$ cat config.mk
export PLATFORM = sky130hd
export DESIGN_NAME = boot_remap_ctrl
export DESIGN_NICKNAME = d
export VERILOG_FILES = /design/src/rtl/boot_remap_pkg.sv /design/src/rtl/remap_arbiter.sv /design/src/rtl/hold_timer.sv /design/src/rtl/map_decode.sv /design/src/rtl/boot_remap_ctrl.sv
export SDC_FILE = /design/constraint.sdc
export NUM_CORES = 1
export LEC_CHECK = 0
export ABC_AREA = 1
export BUFFER_PORTS_ARGS = -buffer_cell sky130_fd_sc_hd__buf_2
export CAP_MARGIN = 20
export CORE_UTILIZATION = 60
export CTS_CLUSTER_DIAMETER = 30
export DETAILED_ROUTE_END_ITERATION = 16
export PLACE_DENSITY = 0.86
export SLEW_MARGIN = 40
export SYNTH_ARGS = -nofsm -noshare
export SYNTH_HDL_FRONTEND = slang
export SYNTH_SLANG_ARGS = --single-unit
$ cat constraint.sdc
create_clock -name clk -period 2.89 [get_ports clk]
set_input_delay 0 -clock clk [delete_from_list [all_inputs] [get_ports clk]]
set_output_delay 0 -clock clk [all_outputs]
set_load 0.05 [all_outputs]
$ cat src/rtl/boot_remap_pkg.sv
package boot_remap_pkg;

    typedef enum logic [1:0] {
        ST_LOADER_RUN = 2'd0,
        ST_HOLD       = 2'd1,
        ST_APP_RUN    = 2'd2
    } state_t;

    typedef enum logic {
        MAP_LOADER = 1'b0,
        MAP_APP    = 1'b1
    } map_t;

endpackage

$ cat src/rtl/remap_arbiter.sv
module remap_arbiter
    import boot_remap_pkg::*;
(
    input  logic local_remap_req,
    input  logic sup_remap_req,
    input  logic sup_boot_req,
    output logic trig,
    output map_t target
);

    always_comb begin
        trig   = sup_boot_req | sup_remap_req | local_remap_req;
        target = MAP_LOADER;
        if (sup_boot_req) begin
            target = MAP_LOADER;
        end else if (sup_remap_req) begin
            target = MAP_APP;
        end else if (local_remap_req) begin
            target = MAP_APP;
        end
    end

endmodule

$ cat src/rtl/hold_timer.sv
module hold_timer #(
    parameter int RST_CYCLES = 16,
    localparam int CNT_W = $clog2(RST_CYCLES + 1)
) (
    input  logic clk,
    input  logic rst_n,
    input  logic load,
    output logic done
);

    logic [CNT_W-1:0] cnt_q;

    always_ff @(posedge clk or negedge rst_n) begin
        if (!rst_n) begin
            cnt_q <= '0;
        end else if (load) begin
            cnt_q <= CNT_W'(RST_CYCLES - 1);
        end else if (cnt_q != '0) begin
            cnt_q <= cnt_q - 1'b1;
        end
    end

    assign done = (cnt_q == '0);

endmodule

$ cat src/rtl/map_decode.sv
module map_decode
    import boot_remap_pkg::*;
#(
    parameter int ADDR_W = 16,
    parameter int ROM_AW = 12,
    parameter int RAM_AW = 15
) (
    input  map_t              map_sel,
    input  logic              prog_sel,
    input  logic [ADDR_W-1:0] prog_addr,
    output logic              rom_cs,
    output logic              ram_cs
);

    logic in_rom_win;
    logic in_ram_win;

    generate
        if (ROM_AW < ADDR_W) begin : g_rom_part
            assign in_rom_win = (prog_addr[ADDR_W-1:ROM_AW] == '0);
        end else begin : g_rom_full
            assign in_rom_win = 1'b1;
        end
        if (RAM_AW < ADDR_W) begin : g_ram_part
            assign in_ram_win = (prog_addr[ADDR_W-1:RAM_AW] == '0);
        end else begin : g_ram_full
            assign in_ram_win = 1'b1;
        end
    endgenerate

    always_comb begin
        rom_cs = prog_sel && (map_sel == MAP_LOADER) && in_rom_win;
        ram_cs = prog_sel && (map_sel == MAP_APP) && in_ram_win;
    end

endmodule

$ cat src/rtl/boot_remap_ctrl.sv
module boot_remap_ctrl
    import boot_remap_pkg::*;
#(
    parameter int CLK_HZ     = 200_000_000,
    parameter int HOLD_MS    = 10,
    parameter int RST_CYCLES = (CLK_HZ / 1000) * HOLD_MS,
    parameter int ADDR_W     = 16,
    parameter int ROM_AW     = 12,
    parameter int RAM_AW     = 15
) (
    input  logic              clk,
    input  logic              rst_n,
    input  logic              local_remap_req,
    input  logic              sup_remap_req,
    input  logic              sup_boot_req,
    input  logic              prog_sel,
    input  logic [ADDR_W-1:0] prog_addr,
    output logic              cpu_rst,
    output logic              rom_cs,
    output logic              ram_cs
);

    state_t state_q, state_d;
    map_t   map_q, map_d;
    logic   trig;
    map_t   target;
    logic   hold_done;

    remap_arbiter u_arb (
        .local_remap_req (local_remap_req),
        .sup_remap_req   (sup_remap_req),
        .sup_boot_req    (sup_boot_req),
        .trig            (trig),
        .target          (target)
    );

    hold_timer #(
        .RST_CYCLES (RST_CYCLES)
    ) u_timer (
        .clk   (clk),
        .rst_n (rst_n),
        .load  (trig),
        .done  (hold_done)
    );

    // Next state: T_TRIG wins from any state; T_DONE_* leave ST_HOLD.
    always_comb begin
        state_d = state_q;
        map_d   = map_q;
        if (trig) begin
            state_d = ST_HOLD;
            map_d   = target;
        end else begin
            unique case (state_q)
                ST_LOADER_RUN: state_d = ST_LOADER_RUN;
                ST_APP_RUN:    state_d = ST_APP_RUN;
                ST_HOLD: begin
                    if (hold_done) begin
                        state_d = (map_q == MAP_APP) ? ST_APP_RUN : ST_LOADER_RUN;
                    end
                end
                default:       state_d = ST_LOADER_RUN;
            endcase
        end
    end

    // State register (T_POR on rst_n).
    always_ff @(posedge clk or negedge rst_n) begin
        if (!rst_n) begin
            state_q <= ST_LOADER_RUN;
            map_q   <= MAP_LOADER;
        end else begin
            state_q <= state_d;
            map_q   <= map_d;
        end
    end

    // Outputs.
    always_comb begin
        cpu_rst = !rst_n || (state_q == ST_HOLD);
    end

    map_decode #(
        .ADDR_W (ADDR_W),
        .ROM_AW (ROM_AW),
        .RAM_AW (RAM_AW)
    ) u_dec (
        .map_sel   (map_q),
        .prog_sel  (prog_sel),
        .prog_addr (prog_addr),
        .rom_cs    (rom_cs),
        .ram_cs    (ram_cs)
    );

endmodule

==> results of run 1 <==
[layout make-up]
cell class / instances / area, sq um
Inverter: 28 / 105
Tap cell: 28 / 35.0
Clock buffer: 3 / 22.5
Fill cell: 181 / 643
Sequential cell: 24 / 601
Multi-Input combinational cell: 156 / 801
Timing Repair Buffer: 15 / 90.1
[per-stage QoR]
stage               hold WS (ns)  instances  util (%)
floorplan                 -0.296        210         -
global placement          0.0164        248      69.7
detailed placement        0.0165        248      69.7
CTS                       0.0981        254      72.0
global route               0.146        254      72.0
finish                     0.103        254      72.0
[worst min-delay path: cells and delay by family]
kind          cells  cell delay [ns]
simple gates      3             0.22
buf+inv           2             0.17
[layer usage]
metal	GRT usage, %	vias to the layer above	routed length (um)
met3	4.06	7	96
met4	10.1	0	51
met1	32.2	648	1380
met5	0	-	0
met2	50.0	26	1660
li1	-	698	-
[worst paths after layout]
kind,startpoint,endpoint
worst max-delay path,u_timer.cnt_q[0],u_timer.cnt_q[18]
min in group asynchronous,rst_n,map_q
worst min register to register,u_timer.cnt_q[0],u_timer.cnt_q[0]
worst max register to register,u_timer.cnt_q[0],u_timer.cnt_q[18]
max in group asynchronous,rst_n,u_timer.cnt_q[3]
worst min-delay path,local_remap_req,state_q[0]
[cells in the final DEF, fill, tap and decap left out, types with 5 or more instances in the layout]
cell      n
dfrtp_1  24
nand3_1  28
nand4_1   5
nand2_1  41
nor2_1   43
inv_1    27
a21oi_1   8
nor2_4    5
o21ai_0   5
buf_2    12
[power by group through the flow]
stage	clock, mW	combinational (mW)	sequential, mW
4_1_cts	0.148	0.0400	0.340
3_5_place_dp	0	0.0367	0.347
3_3_place_gp	0	0.0348	0.347
5_1_grt	0.159	0.0450	0.341
6_report	0.148	0.0396	0.340
2_1_floorplan	0	0.0187	0.346
[state kept, by name, indices dropped and copies added (netlist names)]
name           cells
map_q              1
state_q            2
u_timer.cnt_q     21
[kinds of logic after synthesis]
group	count (synthesis)	synth area share, %
and+or+nand+nor	135	42.7
buffers and inverters	30	7.97
DFF	24	39.4
AOI/OAI and AO/OA	13	4.27
xor gates and xnor gates	4	2.30
adders and majority gates	4	3.29
==> out/results.ini, run 1 <==
[setup_path]
cp.buffers_inverters=1
crit_arrival_ns=1.82
crit_cells=7
critPathMaxStageDelay_ns=0.41
cp-end-kind=flip-flop
critPathRequiredTime_ns=3.08
start_kind=flip-flop
path_max_fanout=4
cpMaxStageDelayCell=dfrtp_1
reg2reg_depth=7
crit_family=simple AND/OR/NAND/NOR gates
crit_type=flip-flop to flip-flop
reg2reg_setup_slack_ns=1.26
critical_path.cell_chain=inv_1 > ha_1 > nand2_2 > nor2_1 > nand2_1 > o21ai_0 > nand3_1

[cts]
clockBufferDepth=2
ctsResizeCount=0
insertion_delay_ns=0.31
cts_root_buf=clkbuf_4
post_cts_buffers=0
holdBufCountCts=3
path_clk_slew_ns=0.13
cts_buffers=3
cts_tree=done
cts_sinks=24
h-tree-depth=1

[logic_synthesis]
synth_warnings=0
synthTopCellsByArea=dfrtp_1, nor2_1, nand2_1, nand3_1, inv_1
ys_seq_area_share_pct=39.4
yosys.area.top_type=dfrtp_1
syn_inst=210
synthArstFlopShare_pct=100
synth.distinct_cells=22
syn_area_per_cell_sq_um=7.25
synth_edf_count=0
synth_flop_cell=dfrtp_1
ys_seq_elements=24
yosysMostFrequentCell=nor2_1
synth_commonest_cells=nor2_1, nand2_1, nand3_1
synth.top_cell.area_share_pct=39.4
synth_area_sq_um=1520
synth_fp_nets=236

[final_layout]
drive_gt1_share_pct=14.2
fin_area_sq_um=1650
diodes=0
syn2layout_area_growth_pct=8.63
nets=254

[floorplanning]
num_rows=17
core_area_sq_um=2300
num_io_pins=25
die_h_um=52.4
die_w_um=52.4
initial_utilization_pct=66.3
die_area_sq_um=2740

[route]
avgRoutedWirePerCell_um=12.6
routed_wl_um=3190
drc=0
drt-pass1-iter-count=4
ant_nets=0
vias_per_cell=5.43
drt_iter0_drc=49
vias=1379

[status]
status=completed

[worst_hold_path]
whs_path_depth=5
hp-class=primary input to flip-flop

[power_and_ir_drop]
power_frac_clock_pct=28.0
switching_share_pct=24.1
internal_power_mw=0.400
ir_drop_uv=256
power_mw=0.528
leakagePower_nw=0.768
share_comb_of_total_power_pct=7.5
p_sw_mw=0.127
power.density_nw_per_um2=319
pwr-share-seq_pct=64.5

[place]
io_buffers=12
dpl-instance-area_sq_um=1600
dpl.hpwl_um=2400
gp_congestion=0.837
place_ws_ns=1.29

[sta]
skew_ns=0.00223
fmax_ghz=0.612
drv_slew=0
hold_viol_final=0
maxSlewHeadroom_pct=64.4
tightest_slew_ns=0.534
tns_ns=0
fin_crit_ns=1.63
rsz0062_at_grt=false
fin_ws_ns=1.26
final-setup-viol-count=0
min_period_over_period_pct=56.6

[grt]
grtUsageTotal_pct=27.5
antenna_found_initial=0
grt_max_degree=26
gr-total-overflow=0
grt_pass1_vias=1398
grt_pass1_wl_um=5600

[run]
maxCapViolCount=0

No activity file was read; power rests on OpenSTA's default activity.
==> inputs of run 2 (changes only) <==
--- a/config.mk
+++ b/config.mk
@@ -5,13 +5,13 @@
 export SDC_FILE = /design/constraint.sdc
 export NUM_CORES = 1
 export LEC_CHECK = 0
-export ABC_AREA = 1
+export ABC_AREA = 0
 export BUFFER_PORTS_ARGS = -buffer_cell sky130_fd_sc_hd__buf_2
 export CAP_MARGIN = 20
-export CORE_UTILIZATION = 60
+export CORE_UTILIZATION = 54
 export CTS_CLUSTER_DIAMETER = 30
 export DETAILED_ROUTE_END_ITERATION = 16
-export PLACE_DENSITY = 0.86
+export PLACE_DENSITY = 0.8
 export SLEW_MARGIN = 40
 export SYNTH_ARGS = -nofsm -noshare
 export SYNTH_HDL_FRONTEND = slang
==> constraint.sdc (replaced) <==
create_clock -name clk -period 1.69 [get_ports clk]
set_input_delay 0 -clock clk [delete_from_list [all_inputs] [get_ports clk]]
set_output_delay 0 -clock clk [all_outputs]
set_load 0.05 [all_outputs]
==> run 2 against run 1 <==
The flow now finishes with violations (negative setup slack). Fmax fell by 26%. Core utilization rose by 24 points. Via count rose by 19%. Final area rose by 32%. Count of clock-buffer cells in the layout rose by 1. Sequential share of layout area fell by 8.8 points. Critical path depth fell by 1. Clock power rose by 120%. Die area fell by 2.0%. Total power rose by 85%. Register-to-register slack got worse by 1.8 ns. Sequential power rose by 71%.
==> out/results.ini, run 2 <==
[logic_synthesis]
ys_seq_area_share_pct=44.7  ; was 39.4%
synthArstFlopShare_pct=100  ; unchanged
syn_area_per_cell_sq_um=9.26  ; was 7.25 sq um
synth_area_sq_um=1340  ; was 1520 sq um
synth_fp_nets=171  ; was 236
synth_commonest_cells=dfrtp_1, nor2_1, o21ai_0  ; was nor2_1, nand2_1, nand3_1
synthTopCellsByArea=dfrtp_1, xor2_1, o21ai_0, nor2_1, ha_1  ; was dfrtp_1, nor2_1, nand2_1, nand3_1, inv_1
ys_seq_elements=24  ; unchanged
yosysMostFrequentCell=dfrtp_1  ; was nor2_1
synth.top_cell.area_share_pct=44.7  ; was 39.4%
syn_inst=145  ; was 210
synth_warnings=0  ; unchanged
yosys.area.top_type=dfrtp_1  ; unchanged
synth_flop_cell=dfrtp_1  ; unchanged
synth.distinct_cells=37  ; was 22
synth_edf_count=0  ; unchanged

[sta]
fmax_ghz=0.453  ; was 0.612 GHz
final-setup-viol-count=23  ; was 0
min_period_over_period_pct=131  ; was 56.6%
hold_viol_final=0  ; unchanged
drv_slew=0  ; unchanged
rsz0062_at_grt=true  ; was false
tightest_slew_ns=0.587  ; was 0.534 ns
fin_crit_ns=2.21  ; was 1.63 ns
skew_ns=0.0180  ; was 0.00223 ns
tns_ns=-7.25  ; was 0 ns
maxSlewHeadroom_pct=60.8  ; was 64.4%
hold-worst-slack_ns=0.0760  ; was 0.103 ns
fin_ws_ns=-0.518  ; was 1.26 ns

[final_layout]
final_cell_mix=buf_4, dfrtp_1, nor2_1, buf_2, buf_6  ; was nor2_1, nand2_1, nand3_1, inv_1, dfrtp_1
diodes=0  ; unchanged
regMostFlops=u_timer.cnt_q  ; unchanged
post-route-util_pct=96.0  ; was 72.0%
drive_gt1_share_pct=51.0  ; was 14.2%
nets=235  ; was 254
final_common_cell=buf_4  ; was nor2_1
fillers=49  ; was 181
syn2layout_area_growth_pct=62.7  ; was 8.63%
largest_reg_flops=21  ; unchanged
regArea_sq_um=601  ; unchanged
layoutNonFillerInstCount=236  ; was 254
multi_input_area_sq_um=978  ; was 801 sq um
reg_top3=u_timer.cnt_q x21, state_q x2, map_q x1  ; unchanged

[cts]
cts_buffers=3  ; unchanged
insertion_delay_ns=0.33  ; was 0.31 ns
clockBufferDepth=2  ; unchanged
cts_root_buf=clkbuf_4  ; unchanged
h-tree-depth=1  ; unchanged
cts_tree=done  ; unchanged
cts_sinks=24  ; unchanged
path_clk_slew_ns=0.15  ; was 0.13 ns

[setup_path]
cp.buffers_inverters=2  ; was 1
cpMaxStageDelayCell=or4_4  ; was dfrtp_1
crit_type=flip-flop to flip-flop  ; unchanged
critPathRequiredTime_ns=1.93  ; was 3.08 ns
cp-end-kind=flip-flop  ; unchanged
critical_path.cell_chain=or4_4 > nor4_4 > o2111ai_4 > buf_4 > buf_6 > a21oi_1  ; was inv_1 > ha_1 > nand2_2 > nor2_1 > nand2_1 > o21ai_0 > nand3_1
path_max_fanout=7  ; was 4
critPathMaxStageDelay_ns=0.56  ; was 0.41 ns
reg2reg_setup_slack_ns=-0.52  ; was 1.26 ns
start_kind=flip-flop  ; unchanged
crit_family=simple AND/OR/NAND/NOR gates  ; unchanged
crit_arrival_ns=2.45  ; was 1.82 ns

[route]
drt-pass1-iter-count=4  ; unchanged
ant_nets=0  ; unchanged
drt_iter0_drc=137  ; was 49
drc=0  ; unchanged
vias_per_cell=6.98  ; was 5.43
avgRoutedWirePerCell_um=26.2  ; was 12.6 um
vias=1647  ; was 1379
routed_wl_um=6180  ; was 3190 um

[floorplanning]
num_rows=17  ; unchanged
die_h_um=51.9  ; was 52.4 um
core_area_sq_um=2280  ; was 2300 sq um
die_area_sq_um=2690  ; was 2740 sq um
num_io_pins=25  ; unchanged
initial_utilization_pct=59.0  ; was 66.3%
die_w_um=51.9  ; was 52.4 um

[grt]
gr-total-overflow=0  ; unchanged
grtUsageTotal_pct=43.4  ; was 27.5%
antenna_found_initial=0  ; unchanged
grt_pass1_vias=1550  ; was 1398
grt_max_degree=25  ; was 26
grt_pass1_wl_um=8080  ; was 5600 um

[status]
violations=negative setup slack
status=finished, violations left  ; was completed

[worst_hold_path]
hp-class=primary input to flip-flop  ; unchanged

[place]
io_buffers=12  ; unchanged
dpl.hpwl_um=2500  ; was 2400 um
gp_congestion=0.808  ; was 0.837
place_inst=214  ; was 248

[power_and_ir_drop]
ir_drop_uv=553  ; was 256 uV
leakagePower_nw=0.835  ; was 0.768 nW
power.density_nw_per_um2=446  ; was 319 nW/um^2

[run]
maxCapViolCount=0  ; unchanged

-- run 2: changes by cell type after synthesis, moves of 4 or more --
| cell | change |
|---|---|
| clkbuf_1 | +5 |
| inv_1 | -21 |
| nand2_1 | -31 |
| nand2_2 | -4 |
| nand3_1 | -22 |
| nand4_1 | -4 |
| nor2_1 | -27 |
| nor2_4 | -5 |
| nor3_1 | +5 |
| nor4_1 | +4 |
| o21ai_0 | +8 |
| or3_1 | +6 |
| xor2_1 | +7 |
-- run 2: worst paths after layout --
| kind | endpoint | from | cells past startpoint |
|---|---|---|---|
| worst max-delay path | u_timer.cnt_q[13] | u_timer.cnt_q[0] | 6 |
| worst min-delay path | u_timer.cnt_q[15] | local_remap_req | 4 |
| worst max register to register | u_timer.cnt_q[13] | u_timer.cnt_q[0] | 6 |
| worst min register to register | state_q[0] | state_q[0] | 2 |
| max in group asynchronous | u_timer.cnt_q[7] | rst_n | 3 |
| min in group asynchronous | u_timer.cnt_q[12] | rst_n | 3 |
-- run 2: cell type report --
class | count | area share, %
Clock buffer | 4 | 1.66
Inverter | 6 | 1.03
Multi-Input combinational cell | 110 | 44.8
Sequential cell | 24 | 27.5
Tap cell | 28 | 1.60
Timing Repair Buffer | 64 | 23.4
-- run 2: kinds of logic after synthesis --
family,Yosys count,share of synthesized area [%]
buf+inv,11,3.08
compound gates,29,13.7
xor+xnor,12,7.83
flops,24,44.7
simple gates,65,26.9
fa+ha+maj,4,3.73
-- run 2: worst reg2reg max path: stages, from the launching register on --
cell and delay, ns:
dfrtp_1 0.42, or4_4 0.56, nor4_4 0.37, o2111ai_4 0.23, buf_4 0.20, buf_6 0.10
a21oi_1 0.23
-- run 2: what timing repair did --
| item | CTS | global route |
|---|---|---|
| pin swaps | 27 | 15 |
| endpoints found under the hold margin | 25 | 0 |
| gates resized for setup | 50 | 23 |
| hold buffers | 3 | 0 |
| cloned | 1 | 0 |
| setup endpoints to repair | 23 | 23 |
| buffers inserted | 7 | 8 |
-- run 2: metrics by stage --
stage / area (sq um) / total power [mW] / worst slack (ns)
4_1_cts: 2010 / 0.954 / -0.300
2_1_floorplan: 1370 / 0.609 / -0.185
5_1_grt: 2180 / 1.01 / -0.555
6_report: 2180 / 0.974 / -0.518
3_5_place_dp: 1700 / 0.645 / -0.291
3_3_place_gp: 1700 / 0.642 / -0.207
-- run 2: routing by layer --
metal / vias to the layer above / global-route usage, % / share of wire [%]
met5: - / 0 / 0
met4: 0 / 27.9 / 8.1
met3: 62 / 11.7 / 12
met2: 185 / 69.2 / 45
met1: 755 / 51.0 / 34
li1: 645 / - / -
-- run 2: power breakdown --
part	internal [mW]	total, mW	switching, mW
Clock	0.132	0.321	0.189
Combinational	0.0265	0.0719	0.0454
Sequential	0.577	0.581	0.00367
==> inputs of run 3 (changes only) <==
--- a/config.mk
+++ b/config.mk
@@ -8,7 +8,9 @@
 export ABC_AREA = 0
 export BUFFER_PORTS_ARGS = -buffer_cell sky130_fd_sc_hd__buf_2
 export CAP_MARGIN = 20
-export CORE_UTILIZATION = 54
+export CELL_PAD_IN_SITES_DETAIL_PLACEMENT = 0
+export CELL_PAD_IN_SITES_GLOBAL_PLACEMENT = 1
+export CORE_UTILIZATION = 41
 export CTS_CLUSTER_DIAMETER = 30
 export DETAILED_ROUTE_END_ITERATION = 16
 export PLACE_DENSITY = 0.8
==> run 3 against run 2 <==
The flow still finishes with violations (negative setup slack). Worst hold slack worse by 0.057 ns. Sequential share of layout area is 0.43 points higher. Via count is 18% lower. Final area is 1.5% lower. First-iteration DRC count is 67% lower. Final cell count is 5.1% higher. Critical path type unchanged. Highest routed layer unchanged. Core utilization is 26 points lower. Largest power group unchanged. Register-to-register slack better by 0.15 ns.
==> out/results.ini, run 3 (synthesis gave the netlist of run 2 again) <==
[floorplanning]
die_h_um=59.2  ; was 51.9 um
die_area_sq_um=3510  ; was 2690 sq um
initial_utilization_pct=43.6  ; was 59.0%
die_w_um=59.2  ; was 51.9 um
core_area_sq_um=3080  ; was 2280 sq um
num_io_pins=25  ; unchanged
num_rows=20  ; was 17

[worst_hold_path]
min_from=local_remap_req  ; unchanged
hp-class=primary input to flip-flop  ; unchanged
worstHoldEndpoint=u_timer.cnt_q[15]  ; unchanged
whs_path_depth=4  ; unchanged

[final_layout]
regArea_sq_um=601  ; unchanged
fillers=222  ; was 49
final_common_cell=buf_4  ; unchanged
reg_top3=u_timer.cnt_q x21, state_q x2, map_q x1  ; unchanged
nets=231  ; was 235
largest_reg_flops=21  ; unchanged
multi_input_area_sq_um=943  ; was 978 sq um
post-route-util_pct=69.9  ; was 96.0%
drive_gt1_share_pct=48.5  ; was 51.0%
final_cell_mix=buf_4, dfrtp_1, buf_6, nor2_1, buf_2  ; was buf_4, dfrtp_1, nor2_1, buf_2, buf_6
regMostFlops=u_timer.cnt_q  ; unchanged
diodes=0  ; unchanged
layoutNonFillerInstCount=248  ; was 236
fin_area_sq_um=2150  ; was 2180 sq um
syn2layout_area_growth_pct=60.2  ; was 62.7%

[setup_path]
r2r_end=u_timer.cnt_q[17]  ; was u_timer.cnt_q[13]
crit_arrival_ns=2.35  ; was 2.45 ns
crit_type=flip-flop to flip-flop  ; unchanged
reg2reg_from=u_timer.cnt_q[3]  ; was u_timer.cnt_q[0]
critPathRequiredTime_ns=1.97  ; was 1.93 ns
reg2reg_setup_slack_ns=-0.37  ; was -0.52 ns
path_max_fanout=7  ; unchanged
cp-end-kind=flip-flop  ; unchanged
reg2reg_depth=5  ; was 6
start_kind=flip-flop  ; unchanged

[status]
status=finished, violations left  ; unchanged
violations=negative setup slack  ; unchanged

[sta]
fin_crit_ns=2.06  ; was 2.21 ns
drv_slew=0  ; unchanged
final-setup-viol-count=22  ; was 23
tightest_slew_ns=0.448  ; was 0.587 ns
maxSlewHeadroom_pct=70.1  ; was 60.8%
hold_viol_final=0  ; unchanged
fin_ws_ns=-0.371  ; was -0.518 ns
fmax_ghz=0.485  ; was 0.453 GHz
skew_ns=0.00487  ; was 0.0180 ns
min_period_over_period_pct=122  ; was 131%
rsz0062_at_grt=true  ; unchanged

[grt]
grt_pass1_wl_um=5820  ; was 8080 um
gr-total-overflow=0  ; unchanged
grt_max_degree=25  ; unchanged
grt_pass1_vias=1292  ; was 1550
antenna_found_initial=0  ; unchanged
grtUsageTotal_pct=22.8  ; was 43.4%

[route]
ant_nets=0  ; unchanged
drc=0  ; unchanged
avgRoutedWirePerCell_um=16.9  ; was 26.2 um
drt-pass1-iter-count=4  ; unchanged
drt_iter0_drc=45  ; was 137
vias=1351  ; was 1647
vias_per_cell=5.45  ; was 6.98
routed_wl_um=4190  ; was 6180 um

[cts]
cts_buffers=3  ; unchanged
cts_tree=done  ; unchanged
insertion_delay_ns=0.34  ; was 0.33 ns
h-tree-depth=1  ; unchanged
cts_root_buf=clkbuf_4  ; unchanged
clockBufferDepth=2  ; unchanged
cts_sinks=24  ; unchanged
path_clk_slew_ns=0.14  ; was 0.15 ns

[place]
io_buffers=12  ; unchanged
gp_congestion=0.855  ; was 0.808
dpl.hpwl_um=2330  ; was 2500 um
place_inst=227  ; was 214
dpl-instance-area_sq_um=1690  ; was 1700 sq um

[power_and_ir_drop]
ir_drop_uv=413  ; was 553 uV
power.density_nw_per_um2=450  ; was 446 nW/um^2
leakagePower_nw=0.807  ; was 0.835 nW
power_mw=0.969  ; was 0.974 mW

[run]
maxCapViolCount=0  ; unchanged

run 3: cell count changes in the layout (fill, tap and decap cells not counted), sizes merged:
| cell | delta |
|---|---|
| buf | -4 |
run 3: metal layers:
metal	GRT usage [%]	vias up	share of wire, %
met2	39.8	28	53
met1	26.7	674	40
met3	5.90	13	3.2
li1	-	636	-
met5	0	-	0
met4	8.50	0	3.0
run 3: repair_timing:
item,4_1_cts,5_1_grt
cloned,1,0
gates resized for setup,41,32
hold buffers,3,0
setup buffers,9,10
endpoints found under the setup margin,23,23
pin swaps,16,24
hold endpoints to repair,25,0
run 3: power by group:
| part | internal [mW] | switching [mW] | leakage, nW |
|---|---|---|---|
| registers | 0.577 | 0.00329 | 0.261 |
| clock network | 0.132 | 0.188 | 0.0210 |
| logic | 0.0289 | 0.0394 | 0.525 |
run 3: worst max path at each step:
stage,startpoint,depth (start not counted),to
4_1_cts,u_timer.cnt_q[3],5,u_timer.cnt_q[17]
2_1_floorplan,u_timer.cnt_q[0],5,u_timer.cnt_q[19]
3_3_place_gp,u_timer.cnt_q[17],5,state_q[1]
6_report,u_timer.cnt_q[3],5,u_timer.cnt_q[17]
3_5_place_dp,u_timer.cnt_q[18],5,state_q[1]
5_1_grt,u_timer.cnt_q[3],5,u_timer.cnt_q[17]
run 3: critical path, cell delays in order (launching register included):
cell,delay (ns)
dfrtp_1,0.41
or4_4,0.56
nor4_4,0.37
o2111ai_4,0.21
or3_1,0.36
nand3_1,0.09
run 3: metrics by stage:
step | TNS [ns] | hold WS [ns] | worst slack (ns)
3_3_place_gp | -2.87 | 0.0137 | -0.251
4_1_cts | -2.47 | 0.0373 | -0.303
3_5_place_dp | -4.42 | 0.0200 | -0.326
2_1_floorplan | -0.636 | -0.296 | -0.185
5_1_grt | -5.48 | 0.0306 | -0.442
6_report | -4.08 | 0.0194 | -0.371
run 3: layout make-up:
type / count / area share, %
Clock buffer: 4 / 1.69
Inverter: 6 / 1.28
Multi-Input combinational cell: 110 / 43.9
Sequential cell: 24 / 27.9
Tap cell: 44 / 2.56
Timing Repair Buffer: 60 / 22.7
